### src/rtl/hirq_pkg.sv
package hirq_pkg;
    // Source index; clear strobe / status flag bit is index + NSRC
    localparam int NSRC    = 4;
    localparam int SRC_OBE = 0;
    localparam int SRC_IBF = 1;
    localparam int SRC_TBC = 2;
    localparam int SRC_CPU = 3;
    // Sources captured locally (1) versus passed through as a level (0)
    localparam logic [NSRC-1:0] LATCH_MASK = 4'b1011;
endpackage

### src/rtl/hirq_evt_latch.sv
module hirq_evt_latch (
    input  logic clk,
    input  logic rst,
    input  logic set_i,
    input  logic clr_i,
    output logic flag_o
);
    always_ff @(posedge clk) begin
        if (rst)
            flag_o <= 1'b0;
        else if (set_i)
            flag_o <= 1'b1;
        else if (clr_i)
            flag_o <= 1'b0;
    end


    set_wins_chk: assert property (@(posedge clk) disable iff (rst)
        set_i |=> flag_o);

    clear_chk: assert property (@(posedge clk) disable iff (rst)
        (clr_i && !set_i) |=> !flag_o);

    hold_chk: assert property (@(posedge clk) disable iff (rst)
        (!set_i && !clr_i) |=> $stable(flag_o));
endmodule

### src/rtl/hirq_regif.sv
module hirq_regif #(
    parameter int          ADDR_W    = 8,
    parameter int          NSRC      = 4,
    parameter logic [ADDR_W-1:0] CTRL_ADDR = 8'h18,
    localparam int         DATA_W    = 2 * NSRC
) (
    input  logic              clk,
    input  logic              rst,
    input  logic [ADDR_W-1:0] bus_addr,
    input  logic              bus_wr,
    input  logic [DATA_W-1:0] bus_wdata,
    input  logic [NSRC-1:0]   stat_i,
    output logic [NSRC-1:0]   en_o,
    output logic [NSRC-1:0]   clr_o,
    output logic [DATA_W-1:0] rdata_o
);
    logic addr_hit;
    logic wr_hit;

    assign addr_hit = (bus_addr == CTRL_ADDR);
    assign wr_hit   = addr_hit && bus_wr;

    always_ff @(posedge clk) begin
        if (rst)
            en_o <= '0;
        else if (wr_hit)
            en_o <= bus_wdata[NSRC-1:0];
    end

    always_comb begin
        clr_o   = wr_hit ? bus_wdata[DATA_W-1:NSRC] : '0;
        rdata_o = addr_hit ? {stat_i, en_o} : '0;
    end


    en_load_chk: assert property (@(posedge clk) disable iff (rst)
        wr_hit |=> (en_o == $past(bus_wdata[NSRC-1:0])));

    en_hold_chk: assert property (@(posedge clk) disable iff (rst)
        !wr_hit |=> $stable(en_o));

    rd_miss_chk: assert property (@(posedge clk) disable iff (rst)
        !addr_hit |-> (rdata_o == '0));
endmodule

### src/rtl/hirq_ctrl.sv
module hirq_ctrl
    import hirq_pkg::*;
#(
    parameter int               ADDR_W    = 8,
    parameter logic [ADDR_W-1:0] CTRL_ADDR = 8'h18,
    localparam int              DATA_W    = 2 * NSRC
) (
    input  logic              clk,
    input  logic              rst,
    input  logic [ADDR_W-1:0] bus_addr,
    input  logic              bus_wr,
    input  logic [DATA_W-1:0] bus_wdata,
    output logic [DATA_W-1:0] bus_rdata,
    input  logic              obe_evt,
    input  logic              ibf_evt,
    input  logic              tbc_lvl,
    input  logic              cpu_evt,
    output logic              host_irq_n
);
    logic [NSRC-1:0] src_w;
    logic [NSRC-1:0] stat_w;
    logic [NSRC-1:0] en_w;
    logic [NSRC-1:0] clr_w;

    always_comb begin
        src_w          = '0;
        src_w[SRC_OBE] = obe_evt;
        src_w[SRC_IBF] = ibf_evt;
        src_w[SRC_TBC] = tbc_lvl;
        src_w[SRC_CPU] = cpu_evt;
    end

    hirq_regif #(
        .ADDR_W    (ADDR_W),
        .NSRC      (NSRC),
        .CTRL_ADDR (CTRL_ADDR)
    ) u_regif (
        .clk       (clk),
        .rst       (rst),
        .bus_addr  (bus_addr),
        .bus_wr    (bus_wr),
        .bus_wdata (bus_wdata),
        .stat_i    (stat_w),
        .en_o      (en_w),
        .clr_o     (clr_w),
        .rdata_o   (bus_rdata)
    );

    for (genvar i = 0; i < NSRC; i++) begin : g_src
        if (LATCH_MASK[i]) begin : g_latch
            hirq_evt_latch u_latch (
                .clk    (clk),
                .rst    (rst),
                .set_i  (src_w[i]),
                .clr_i  (clr_w[i]),
                .flag_o (stat_w[i])
            );
        end else begin : g_level
            assign stat_w[i] = src_w[i];

            level_path_chk: assert property (@(posedge clk) disable iff (rst)
                (src_w[i] && en_w[i] && (clr_w[i] || !clr_w[i])) |-> !host_irq_n);
        end
    end

    assign host_irq_n = ~|(stat_w & en_w);


    irq_idle_chk: assert property (@(posedge clk) disable iff (rst)
        (en_w == '0) |-> host_irq_n);
endmodule

### config.mk
export PLATFORM = sky130hd
export DESIGN_NAME = hirq_ctrl
export DESIGN_NICKNAME = d
export VERILOG_FILES = /design/src/rtl/hirq_pkg.sv /design/src/rtl/hirq_evt_latch.sv /design/src/rtl/hirq_regif.sv /design/src/rtl/hirq_ctrl.sv
export SDC_FILE = /design/constraint.sdc
export NUM_CORES = 1
export LEC_CHECK = 0
export ABC_AREA = 1
export ABC_CLOCK_PERIOD_IN_PS = 1100
export BUFFER_PORTS_ARGS = -buffer_cell sky130_fd_sc_hd__buf_2
export CORE_AREA = 2 2 39 41
export CTS_CLUSTER_SIZE = 14
export DETAILED_ROUTE_END_ITERATION = 7
export DIE_AREA = 0 0 41 43
export GPL_TIMING_DRIVEN = 0
export HOLD_SLACK_MARGIN = 0.05
export PLACE_DENSITY = 0.69
export SYNTH_ARGS = -nofsm -noshare
export SYNTH_HDL_FRONTEND = slang
export SYNTH_SLANG_ARGS = --single-unit
export TNS_END_PERCENT = 30
### constraint.sdc
create_clock -name clk -period 1.1 [get_ports clk]
set_input_delay 0.22 -clock clk [delete_from_list [all_inputs] [get_ports clk]]
set_output_delay 0.22 -clock clk [all_outputs]
set_load 0.1 [all_outputs]
==> results.cfg <==
[clock_network]
clk_latency_ns = 0.25
cts_sinks = 7
cts_tree = built
hold_buffers = 0
htreeDepth = 1
clkTransAtPathRegs_ns = 0.05
cts_buffers = 3
clk_path_buf_depth = 2
cts-root-buf = clkbuf_4

[sta]
fin_skew_ns = 0
fin_ws_ns = -0.2739
period_share_pct = 124.9
setup_viol = 9
fin_tns_setup_ns = -1.535
finalMaxSlewViolations = 0
worst_slew_pin_slew_ns = 0.1736
finalHoldWorstSlack_ns = 0.2061
relSlewSlack_pct = 88.40
fmax_mhz = 727.9
rsz0062_at_grt = true
hold_viol_final = 0
fin_crit_ns = 1.374

[synthesis]
ys_types = 11
netlist_area_sq_um = 415.4
syn_nets = 87
synthMuxAreaShare_pct = 0
synth_top_family_by_area = simple AND/OR/NAND/NOR gates
synth-seq-cells = 7
synth-xor-area-share_pct = 0
ys_seq_area_share_pct = 33.73
synthAdderAreaFrac_pct = 0
syn_area_per_cell_sq_um = 6.491
synth_compound_area_share_pct = 6.928
synth_simple_gate_area_share_pct = 43.98
synth_cells = 64
yosys_warnings = 0

[global_route]
grt_antenna_before_repair = 0
overflow = 0
grt_usage_pct = 16.80
grt_pass1_wl_um = 1897
grt_start_max_net_pins = 9
grt_pass1_vias = 487

[power_and_ir_drop]
p_int_mw = 0.4615
peakVddDrop_mv = 0.7687
pwr-share-comb_pct = 19.7
p_switching_mw = 0.1671
p_leak_nw = 0.4250
clockPowerShare_pct = 36.9
power_density_nw_per_um2 = 656.8
seqPwrFrac_pct = 43.4
switching_share_pct = 26.59

[critical_path]
crit_slowest_cell = dfxtp_2
rr_startpoint = u_regif.en_o[0]$_SDFFE_PP0N_
critPathRequiredTime_ns = 0.88
critPathKind = reg2out
rr_worst_depth = 3
rrSetupSlack_ns = 0.32
cp-end-kind = output port
slowest_delay_ns = 0.33
r2r-end = u_regif.en_o[0]$_SDFFE_PP0N_
worstPathMaxFanout = 3
path_cells = nand2_2 -> o21ai_2 -> a221oi_4 -> buf_12
arrival_ns = 1.15
cp-start-kind = flop

[final_layout]
antenna_cells = 0
area_delta_synth_final_pct = 130.4
final_cell_mix = buf_2 (17), inv_1 (10), nor2_4 (10)
nFillCells = 112
final_net_count = 125
final_common_cell = buf_2
drive_above_1_share_pct = 69.31

[outcome]
status = finished with violations
violations = setup timing

[route]
drt_iter0_drc = 6
via_count = 518
wl_per_cell_um = 11.48
drt_first_pass_iters = 4
routed_wl_um = 1343
avgViaCountPerCell = 4.427
ant_nets = 0
post-route-drc-count = 0

[die]
die_w_um = 41
io_pins = 32
die_h_um = 43
rows = 14
initial_core_util_pct = 30.02
die_area_sq_um = 1763
core_sq_um = 1384

[worst_hold_path]
hold_start = cpu_evt
hold_end = g_src[3].g_latch.u_latch.flag_o$_SDFFE_PP0P_
hold_depth = 3
worst_hold_path_type = in2reg

[place]
io_buffers = 30
place_hpwl_um = 892
place.gp.congestion = 0.7677

[job]
max_cap_violations = 0
==> through the flow <==
stage | cell area [sq um] | setup slack [ns] | util [%] | power (mW) | std cells
CTS | 945.9 | -0.2524 | 68.35 | 0.6274 | 117
global placement | 729.5 | -0.5124 | 52.71 | 0.3825 | 110
global route | 957.2 | -0.3195 | 69.17 | 0.6620 | 117
detailed placement | 729.5 | -0.5225 | 52.71 | 0.3853 | 110
floorplan | 559.3 | -0.3669 | - | 0.3293 | 64
finish | 957.2 | -0.2739 | 69.17 | 0.6286 | 117
==> synthesized netlist by cell type <==
cell type	count	area, sq um
nand2_1	13	48.80
dfxtp_1	7	140.1
a221oi_1	1	8.760
nand4_1	3	18.77
a21oi_1	3	15.01
nor3b_1	4	30.03
nor2_4	2	22.52
o21ai_0	1	5.000
inv_1	17	63.81
nand3_4	1	17.52
nor2_1	12	45.04
==> critical path, delay by kind of cell (launching register included) <==
kind,cells,cell delay (ns)
buffers and inverters,1,0.21
flip-flops,1,0.33
AND/OR/NAND/NOR,1,0.06
AO/OA/AOI/OAI,2,0.30
==> worst max path at each step <==
stage                                            startpoint            to  slack, ns  depth (start not counted)
2_1_floorplan                  u_regif.en_o[0]$_SDFFE_PP0N_    host_irq_n      -0.37                          1
3_3_place_gp                                    bus_addr[1]  bus_rdata[0]      -0.51                          7
3_5_place_dp                                    bus_addr[1]  bus_rdata[0]      -0.52                          7
4_1_cts        g_src[3].g_latch.u_latch.flag_o$_SDFFE_PP0P_    host_irq_n      -0.25                          4
5_1_grt                        u_regif.en_o[3]$_SDFFE_PP0N_    host_irq_n      -0.32                          4
6_report       g_src[3].g_latch.u_latch.flag_o$_SDFFE_PP0P_    host_irq_n      -0.27                          4
==> metal layers <==
metal / vias to the layer above / routed length [um] / GRT usage, %
met4: 0 / 21 / 12.00
met2: 20 / 798 / 27.50
met5: - / 0 / 0
met3: 4 / 69 / 5.759
met1: 226 / 454 / 16.18
li1: 268 / - / -
==> state kept, by name (all words and copies together), names as in the netlist <==
name	count
g_src.g_latch.u_latch.flag_o	3
u_regif.en_o	4
==> timing repair <==
action / CTS / global route
pin swaps: 4 / 0
setup buffers: 3 / 0
resized for setup: 47 / 4
endpoints found under the setup margin: 9 / 10
==> power by group through the flow <==
stage          logic [mW]  registers, mW  clock network [mW]
6_report            0.124          0.273               0.232
2_1_floorplan      0.0545          0.275                   0
5_1_grt             0.133          0.274               0.255
4_1_cts             0.123          0.273               0.231
3_3_place_gp        0.106          0.276                   0
3_5_place_dp        0.109          0.276                   0
==> cells by family after synthesis <==
group                  Yosys count
AOI/OAI and AO/OA                5
and+or+nand+nor                 35
DFF                              7
buffers and inverters           17
==> final cells by class <==
class / count / area (sq um) / area share, %
repair buffers: 33 / 336.6 / 35.16
multi-input cells: 40 / 336.6 / 35.16
inverters: 17 / 88.84 / 9.281
clock buffers: 4 / 26.28 / 2.745
well taps: 16 / 20.02 / 2.092
flip-flops and latches: 7 / 148.9 / 15.56
(Power assumes the default switching activity.)
